<file path="config.mk">
export PLATFORM = sky130hd
export DESIGN_NAME = banked_regfile
export DESIGN_NICKNAME = d
export VERILOG_FILES = /design/src/rtl/brf_pkg.sv /design/src/rtl/brf_ctl_regs.sv /design/src/rtl/brf_data_bank.sv /design/src/rtl/brf_addr_bank.sv /design/src/rtl/banked_regfile.sv
export SDC_FILE = /design/constraint.sdc
export NUM_CORES = 1
export LEC_CHECK = 0
export ABC_AREA = 1
export BUFFER_PORTS_ARGS = -buffer_cell sky130_fd_sc_hd__buf_2
export CORE_MARGIN = 4
export CORE_UTILIZATION = 52
export CTS_CLUSTER_DIAMETER = 80
export DETAILED_ROUTE_END_ITERATION = 6
export GPL_ROUTABILITY_DRIVEN = 0
export PLACE_DENSITY = 0.77
export SLEW_MARGIN = 20
export SYNTH_ARGS = -nofsm -noshare
export SYNTH_HDL_FRONTEND = slang
export SYNTH_SLANG_ARGS = --single-unit
</file>
<file path="constraint.sdc">
create_clock -name clk -period 4.7 [get_ports clk]
set_input_delay 0.94 -clock clk [delete_from_list [all_inputs] [get_ports clk]]
set_output_delay 0.94 -clock clk [all_outputs]
set_load 0.05 [all_outputs]
</file>
<file path="src/rtl/brf_pkg.sv">
package brf_pkg;

    localparam int XLEN      = 32;
    localparam int SR_W      = 16;
    localparam int NREG      = 8;
    localparam int IDXW      = $clog2(NREG);
    localparam int SPEC_W    = IDXW + 1;
    localparam int MODE_BIT  = 13;
    localparam int BYTE_W    = 8;
    localparam int WORD_W    = 16;
    localparam logic [SR_W-1:0] SR_RESET = 16'h2000;

    typedef enum logic [1:0] {
        SZ_BYTE = 2'b00,
        SZ_WORD = 2'b01,
        SZ_LONG = 2'b10,
        SZ_RSVD = 2'b11
    } op_size_e;

    typedef struct packed {
        logic            is_addr;
        logic [IDXW-1:0] idx;
    } reg_spec_t;

    typedef struct packed {
        logic            en;
        reg_spec_t       spec;
        op_size_e        size;
        logic [XLEN-1:0] data;
    } wr_req_t;

    // Data-class merge: narrow writes keep the upper part of the old value.
    function automatic logic [XLEN-1:0] merge_sized(input logic [XLEN-1:0] old_v,
                                                    input logic [XLEN-1:0] new_v,
                                                    input op_size_e sz);
        logic [XLEN-1:0] r;
        case (sz)
            SZ_BYTE: r = {old_v[XLEN-1:BYTE_W], new_v[BYTE_W-1:0]};
            SZ_WORD: r = {old_v[XLEN-1:WORD_W], new_v[WORD_W-1:0]};
            default: r = new_v;
        endcase
        return r;
    endfunction

    // Address-class widening: narrow operands are sign-extended.
    function automatic logic [XLEN-1:0] widen_addr(input logic [XLEN-1:0] new_v,
                                                   input op_size_e sz);
        logic [XLEN-1:0] r;
        case (sz)
            SZ_BYTE: r = {{(XLEN-BYTE_W){new_v[BYTE_W-1]}}, new_v[BYTE_W-1:0]};
            SZ_WORD: r = {{(XLEN-WORD_W){new_v[WORD_W-1]}}, new_v[WORD_W-1:0]};
            default: r = new_v;
        endcase
        return r;
    endfunction

endpackage

</file>
<file path="src/rtl/brf_ctl_regs.sv">
module brf_ctl_regs
    import brf_pkg::*;
(
    input  logic            clk,
    input  logic            rst,
    input  logic            pc_we,
    input  logic [XLEN-1:0] pc_in,
    input  logic            sr_we,
    input  logic [SR_W-1:0] sr_in,
    output logic [XLEN-1:0] pc_q,
    output logic [SR_W-1:0] sr_q
);

    always_ff @(posedge clk) begin
        if (rst) begin
            pc_q <= '0;
            sr_q <= SR_RESET;
        end else begin
            if (pc_we) pc_q <= pc_in;
            if (sr_we) sr_q <= sr_in;
        end
    end

    assert_reset_state_R1: assert property (@(posedge clk)
        rst |=> (pc_q == '0 && sr_q == SR_RESET));

    assert_pc_hold_R9: assert property (@(posedge clk) disable iff (rst)
        !pc_we |=> $stable(pc_q));

    assert_sr_hold_R9: assert property (@(posedge clk) disable iff (rst)
        !sr_we |=> $stable(sr_q));

endmodule

</file>
<file path="src/rtl/brf_data_bank.sv">
module brf_data_bank
    import brf_pkg::*;
(
    input  logic            clk,
    input  logic            rst,
    input  wr_req_t         wr,
    input  logic [IDXW-1:0] rd_a_idx,
    input  logic [IDXW-1:0] rd_b_idx,
    output logic [XLEN-1:0] rd_a_val,
    output logic [XLEN-1:0] rd_b_val
);

    logic [XLEN-1:0] q   [NREG];
    logic [XLEN-1:0] nxt [NREG];
    logic [NREG-1:0] hit;

    for (genvar i = 0; i < NREG; i++) begin : g_dreg
        assign hit[i] = wr.en && !wr.spec.is_addr && (wr.spec.idx == IDXW'(i));
        assign nxt[i] = merge_sized(q[i], wr.data, wr.size);
    end

    always_ff @(posedge clk) begin
        for (int k = 0; k < NREG; k++) begin
            if (rst)         q[k] <= '0;
            else if (hit[k]) q[k] <= nxt[k];
        end
    end

    assign rd_a_val = q[rd_a_idx];
    assign rd_b_val = q[rd_b_idx];

    assert_byte_keeps_upper_R3: assert property (@(posedge clk) disable iff (rst)
        (wr.en && !wr.spec.is_addr && wr.size == SZ_BYTE)
        |=> (q[$past(wr.spec.idx)][XLEN-1:BYTE_W] == $past(q[wr.spec.idx][XLEN-1:BYTE_W])));

    assert_word_keeps_upper_R4: assert property (@(posedge clk) disable iff (rst)
        (wr.en && !wr.spec.is_addr && wr.size == SZ_WORD)
        |=> (q[$past(wr.spec.idx)][XLEN-1:WORD_W] == $past(q[wr.spec.idx][XLEN-1:WORD_W])));

    assert_one_data_write_R2: assert property (@(posedge clk) disable iff (rst)
        $onehot0(hit));

endmodule

</file>
<file path="src/rtl/brf_addr_bank.sv">
module brf_addr_bank
    import brf_pkg::*;
(
    input  logic            clk,
    input  logic            rst,
    input  logic            supervisor,
    input  wr_req_t         wr,
    input  logic [IDXW-1:0] rd_a_idx,
    input  logic [IDXW-1:0] rd_b_idx,
    output logic [XLEN-1:0] rd_a_val,
    output logic [XLEN-1:0] rd_b_val
);

    localparam int LAST = NREG - 1;
    localparam logic [IDXW-1:0] SP_IDX = IDXW'(LAST);

    // Entry LAST of the array is the user stack pointer; ssp_q is its bank twin.
    logic [XLEN-1:0] q [NREG];
    logic [XLEN-1:0] ssp_q;
    logic [XLEN-1:0] wide;
    logic [NREG-1:0] hit;
    logic            ssp_hit;

    assign wide = widen_addr(wr.data, wr.size);

    for (genvar i = 0; i < NREG; i++) begin : g_areg
        if (i == LAST) begin : g_usp
            assign hit[i] = wr.en && wr.spec.is_addr && (wr.spec.idx == SP_IDX) && !supervisor;
        end else begin : g_plain
            assign hit[i] = wr.en && wr.spec.is_addr && (wr.spec.idx == IDXW'(i));
        end
    end

    assign ssp_hit = wr.en && wr.spec.is_addr && (wr.spec.idx == SP_IDX) && supervisor;

    always_ff @(posedge clk) begin
        for (int k = 0; k < NREG; k++) begin
            if (rst)         q[k] <= '0;
            else if (hit[k]) q[k] <= wide;
        end
        if (rst)          ssp_q <= '0;
        else if (ssp_hit) ssp_q <= wide;
    end

    function automatic logic [XLEN-1:0] pick(input logic [IDXW-1:0] idx);
        return (idx == SP_IDX && supervisor) ? ssp_q : q[idx];
    endfunction

    assign rd_a_val = pick(rd_a_idx);
    assign rd_b_val = pick(rd_b_idx);

    assert_usp_idle_R6: assert property (@(posedge clk) disable iff (rst)
        (wr.en && wr.spec.is_addr && wr.spec.idx == SP_IDX && supervisor)
        |=> $stable(q[LAST]));

    assert_ssp_idle_R6: assert property (@(posedge clk) disable iff (rst)
        (wr.en && wr.spec.is_addr && wr.spec.idx == SP_IDX && !supervisor)
        |=> $stable(ssp_q));

    assert_word_sext_R5: assert property (@(posedge clk) disable iff (rst)
        (wr.en && wr.spec.is_addr && wr.spec.idx != SP_IDX && wr.size == SZ_WORD)
        |=> (q[$past(wr.spec.idx)][XLEN-1:WORD_W] == {(XLEN-WORD_W){q[$past(wr.spec.idx)][WORD_W-1]}}));

    assert_one_bank_write_R6: assert property (@(posedge clk) disable iff (rst)
        $onehot0({hit, ssp_hit}));

endmodule

</file>
<file path="src/rtl/banked_regfile.sv">
module banked_regfile
    import brf_pkg::*;
(
    input  logic              clk,
    input  logic              rst,
    input  logic [SPEC_W-1:0] rd_a_spec,
    output logic [XLEN-1:0]   rd_a_data,
    input  logic [SPEC_W-1:0] rd_b_spec,
    output logic [XLEN-1:0]   rd_b_data,
    input  logic              wr_en,
    input  logic [SPEC_W-1:0] wr_spec,
    input  logic [1:0]        wr_size,
    input  logic [XLEN-1:0]   wr_data,
    input  logic              pc_we,
    input  logic [XLEN-1:0]   pc_in,
    output logic [XLEN-1:0]   pc_out,
    input  logic              sr_we,
    input  logic [SR_W-1:0]   sr_in,
    output logic [SR_W-1:0]   sr_out,
    output logic              supervisor
);

    reg_spec_t       sa, sb;
    wr_req_t         req;
    logic [XLEN-1:0] d_a, d_b, a_a, a_b;
    logic [SR_W-1:0] sr_q;

    assign sa  = reg_spec_t'(rd_a_spec);
    assign sb  = reg_spec_t'(rd_b_spec);
    assign req = '{en: wr_en, spec: reg_spec_t'(wr_spec),
                   size: op_size_e'(wr_size), data: wr_data};

    brf_ctl_regs u_ctl (
        .clk   (clk),
        .rst   (rst),
        .pc_we (pc_we),
        .pc_in (pc_in),
        .sr_we (sr_we),
        .sr_in (sr_in),
        .pc_q  (pc_out),
        .sr_q  (sr_q)
    );

    assign sr_out     = sr_q;
    assign supervisor = sr_q[MODE_BIT];

    brf_data_bank u_dbank (
        .clk      (clk),
        .rst      (rst),
        .wr       (req),
        .rd_a_idx (sa.idx),
        .rd_b_idx (sb.idx),
        .rd_a_val (d_a),
        .rd_b_val (d_b)
    );

    brf_addr_bank u_abank (
        .clk        (clk),
        .rst        (rst),
        .supervisor (sr_q[MODE_BIT]),
        .wr         (req),
        .rd_a_idx   (sa.idx),
        .rd_b_idx   (sb.idx),
        .rd_a_val   (a_a),
        .rd_b_val   (a_b)
    );

    assign rd_a_data = sa.is_addr ? a_a : d_a;
    assign rd_b_data = sb.is_addr ? a_b : d_b;

    assert_mode_follows_sr_R7: assert property (@(posedge clk) disable iff (rst)
        (sr_we && !rst) |=> (supervisor == $past(sr_in[MODE_BIT])));

endmodule

</file>
[Word-level counts from Yosys, hierarchy flattened]
Memory sizes are Yosys's and may differ from the RTL's.
Cells that the tools add are included.
Word-level totals
  word-level logic and storage cells: 208
  memories kept: 2
  memory bits (writable): 512
  output and inout bits: 113
  bits of input ports: 99
  bits in registers: 80
Cells by class
  multiplexer cells: 95
  equality and inequality tests: 34
  bitwise gates (word level): 32
  reductions and logical operators: 42
Memory list
  u_abank.q: words 8, bits a word 32, read ports 2, clocked after memory_dff 0, wr ports 8, RTL line brf_addr_bank.sv:18  | logic [XLEN-1:0] q [NREG];
  u_dbank.q: words 8, bits a word 32, read ports 2, clocked after memory_dff 0, wr ports 8, RTL line brf_data_bank.sv:13  | logic [XLEN-1:0] q [NREG];
Operators by type and width (number)
  $pmux 32 s2: 9
  $mux 32: 12
  $mux 16: 8
  $mux 8: 16
  $mux 1: 50
  $or 1x1->1: 32
  $ne 1x1->1 const B: 24
  $reduce_and 3->1: 8
  $logic_and 1x1->1: 22
  $eq 3x3->1 const B: 6
  $reduce_and 2->1: 8
  $eq 3x2->1 const B: 2
  $eq 3x1->1 const B: 1
  $logic_not 3->1: 1
  $eq 2x1->1 const B: 1
  $logic_not 1->1: 2
  $logic_not 2->1: 1

[Longest topological paths before layout]
  word-level depth: 8
  mapped depth: 10
  depth with buffers taken out: 7

[Hierarchy]
A second synthesis with hierarchy kept.
Unflattened totals
  cells, all modules: 4806
  area, all modules: 34576.9 um^2
Modules (own cells, without submodules)
  brf_addr_bank: times used 1, cells an instance 2216, sequential area each 8328.0 um^2, area an instance 16372.0 um^2
  brf_data_bank: times used 1, cells an instance 2078, sequential area each 7687.4 um^2, area an instance 15232.1 um^2
  brf_ctl_regs: times used 1, cells an instance 303, sequential area each 960.9 um^2, area an instance 2008.2 um^2
  banked_regfile: times used 1, cells an instance 209, sequential area each 0.0 um^2, area an instance 964.7 um^2

[Worst setup path after synthesis]
OpenSTA, ideal clock, no wires.
  path type: input to register
  start point: input port wr_spec[0]
  end point: memory u_abank.q[6][0] (enable)
  data arrival time: 3506 ps
  required time: 4234 ps
  slack: 728 ps
  buffers on the path: 0
  stages: 3
  setup time: 466 ps
  cells stage by stage: inv_1 -> nand3_1 -> o21ai_0
RTL lines
  from (decl): RTL line banked_regfile.sv:11  | input logic [SPEC_W-1:0] wr_spec,
  to (decl): RTL line brf_addr_bank.sv:18

[Final worst setup path]
  start point: input port rd_a_spec[0]
  end point: output port rd_a_data[31]
On the way
  cells in the longest elaborated chain, start to end: 4
  elaborated cells on any way between the ends: 6
  classes of those cells: eq/ne: 1; mux: 2; reduce/logical: 1; memory: 2
Ends and longest elaborated chain
  from (decl): RTL line banked_regfile.sv:6  | input logic [SPEC_W-1:0] rd_a_spec,
  parallel branches: the longest is 3 deep, another holds $mem_v2 8x32
  $mux 32 *: RTL line banked_regfile.sv:68  | assign rd_a_data = sa.is_addr ? a_a : d_a;
  to (decl): RTL line banked_regfile.sv:7  | output logic [XLEN-1:0] rd_a_data,
Mark *: on every way between the ends.

==> flow_metrics.tcl <==
set metrics [dict create \
    outcome "complete, no violations" \
    drt_pass1_iterations 6 \
    die_width_um 255 \
    worst_slew_pin_slew_ps 1200 \
    switching_share 0.292 \
    start_util 0.525 \
    cpMaxStageDelayCell "buf_4" \
    port_buffers 211 \
    ant_nets 0 \
    netlist_instances 3983 \
    yosysWarnings 0 \
    max_cap_violations 0 \
    critical_path.max_fanout 74 \
    antenna_found_initial 3 \
    finalSetupViolations 0 \
    postCtsHoldBufs 0 \
    most-common-layout-cells "nand2_1, nand3_1, nor2_1" \
    post_drt_via_cell_ratio 6.17 \
    wirelength_um 111000 \
    route.vias.total 30000 \
    worst_slew_margin_rel 0.197 \
    filler_cell_count 5250 \
    cts-buffers-inserted 61 \
    globalRouteTotalUtil 0.332 \
    synth_top_cell_by_area "edfxtp_1" \
    dieArea_mm2 0.0648 \
    finalCriticalPeriod_ps 4000 \
    power.density_mw_per_mm2 378 \
    unrepaired_setup_endpoints_after_global_routing "no" \
    io_pins 212 \
    totalPowerFinal_uw 13400 \
    synth_top_cells_by_area "edfxtp_1, nand2_1, nand3_1, nor2_1, dfxtp_1" \
    yosys.cell_types.count 23 \
    synthesis.nets 4082 \
    synthesis.area_per_instance_um2 7.94 \
    cts_resized 0 \
    first_pass_grt_wire_length_um 164000 \
    placed_cell_area_mm2 0.0333 \
    insertion_delay_ps 650 \
    hold_viol 0 \
    clock-root-buffer "clkbuf_16" \
    finalInstanceArea_mm2 0.0354 \
    wire_per_inst_um 22.8 \
    commonest_non_fill_non_tap_cell_in_the_layout "nand2_1" \
    final.setup.tns_ps 0 \
    via_count_of_the_first_global_routing_pass 28400 \
    crit_arrival_ps 3060 \
    tightest_hold_check_type "register to register" \
    critical_path.startpoint_type "input port" \
    cp_data_required_time_ps 3760 \
    critical-path-max-stage-delay_ps 720 \
    clock_buffer_depth 3 \
    fp-row-count 90 \
    total_setup_buffers_inserted_after_cts 0 \
    design.final.nets 4130 \
    final_layout_size_suffix_gt1_frac 0.109 \
    core_mm2 0.0602 \
    maxClockFrequency_ghz 0.250 \
    cts_tree "built" \
    seq_area_frac_synth 0.537 \
    drv_slew 0 \
    worstPathCellList "buf_8, buf_4, nand2_1, nand3_1, nand3_1, nand3_1, nand2_1, nand2_1, buf_2" \
    place.detailed.hpwl_um 65500 \
    multi_input_comb_area_mm2 0.0125 \
    remaining_drc_errors 0 \
    power_frac_seq 0.457 \
    synth_largest_type_area_fraction 0.486 \
    static_leakage_uw 0.0150 \
    intPower_uw 9480 \
    numClockSinks 592 \
    power.share.clock 0.384 \
    total_standard_cell_area_after_synthesis_mm2 0.0316 \
    area.growth.synth_to_final_pct 12.0 \
    power.switching_uw 3910 \
    cts.clk_slew.worst_paths_ps 60 \
    yosys_register_bits 592 \
    maximum_number_of_pins_on_one_net_before_global_route_repair 141 \
    floorplan_die_height_um 255 \
    fin_skew_ps 14.8 \
    combinationalPowerShare 0.158 \
    first_iter_violations 4650 \
    min_period_over_period 0.851 \
    regArea_mm2 0.0170 \
    path_class "input port to output pin" \
    htree_num_levels 2 \
    global_route.overflow_total 0 \
    max-vdd-ir-drop_v 0.000313 \
    timing.critical_path.to_type "output pin" \
]
==> state kept, by name, indices dropped and copies added (netlist names) <==
register	cells
u_dbank.q	256
u_ctl.pc_q	32
u_abank.q	256
u_ctl.sr_q	16
u_abank.ssp_q	32
==> synthesized netlist by cell type, drive strengths merged <==
| cell type | count |
|---|---|
| nand2 | 1032 |
| nand3 | 717 |
| nor2 | 680 |
| edfxtp | 512 |
| inv | 252 |
| clkbuf | 170 |
| buf | 138 |
| o21ai | 132 |
| a21oi | 129 |
| o211ai | 128 |
| dfxtp | 80 |
| nor3 | 6 |
| nand4 | 5 |
| clkinv | 2 |
==> worst max-delay path: cells and delay by family <==
family,cells,cell delay (ps)
buf+inv,3,1320
simple gates,6,760
==> per-stage QoR <==
stage,instances,utilization,worst slack (ps),hold WS [ps]
final,4867,0.588,698,492
after global placement,4750,0.552,818,471
after floorplan,3983,-,728,514
after global routing,4866,0.588,651,505
after detailed placement,4750,0.552,782,476
after CTS,4866,0.588,787,493
==> area by class of cell <==
class | instances | area share
diodes | 1 | 0.0000707
inverters | 254 | 0.0273
clock inverters | 35 | 0.0101
flip-flops and latches | 592 | 0.480
multi-input cells | 2829 | 0.352
well taps | 782 | 0.0276
clock buffers | 81 | 0.0499
repair buffers | 293 | 0.0530
==> cells by family (layout without fill, tap and decap cells) <==
logic type | Yosys count | in the layout | synth area share
flops | 592 | 592 | 0.537
compound gates | 389 | 389 | 0.0717
buf+inv | 562 | 663 | 0.0719
simple gates | 2440 | 2440 | 0.320
other cells | 0 | 1 | 0
==> per-layer routing <==
layer  track usage  vias up  routed length [um]  part of all wire
met2         0.525     2421               49500              0.45
met1         0.415    13700               37400              0.34
li1              -    13400                   -                 -
met3        0.0953      523               17200              0.15
met4         0.179        6                6790             0.061
met5             0        -                  46           0.00041
==> power groups by stage <==
stage,Clock (uW),Sequential [uW],Combinational (uW)
after global placement,0,6220,2040
after detailed placement,0,6230,2060
final,5150,6130,2120
after global routing,5360,6150,2250
after CTS,5150,6120,2070
after floorplan,0,6300,1300
==> worst paths after layout <==
path / from / to / slack [ps] / cells past startpoint
setup / recovery: rd_a_spec[0] / rd_a_data[31] / 700 / 9
hold / removal: u_ctl.pc_q[14] / u_ctl.pc_q[14] / 490 / 2
setup reg to reg: u_ctl.sr_q[13] / u_abank.ssp_q[18] / 2660 / 4
hold reg to reg: u_ctl.pc_q[14] / u_ctl.pc_q[14] / 490 / 2
No activity file was read; power rests on OpenSTA's default activity.
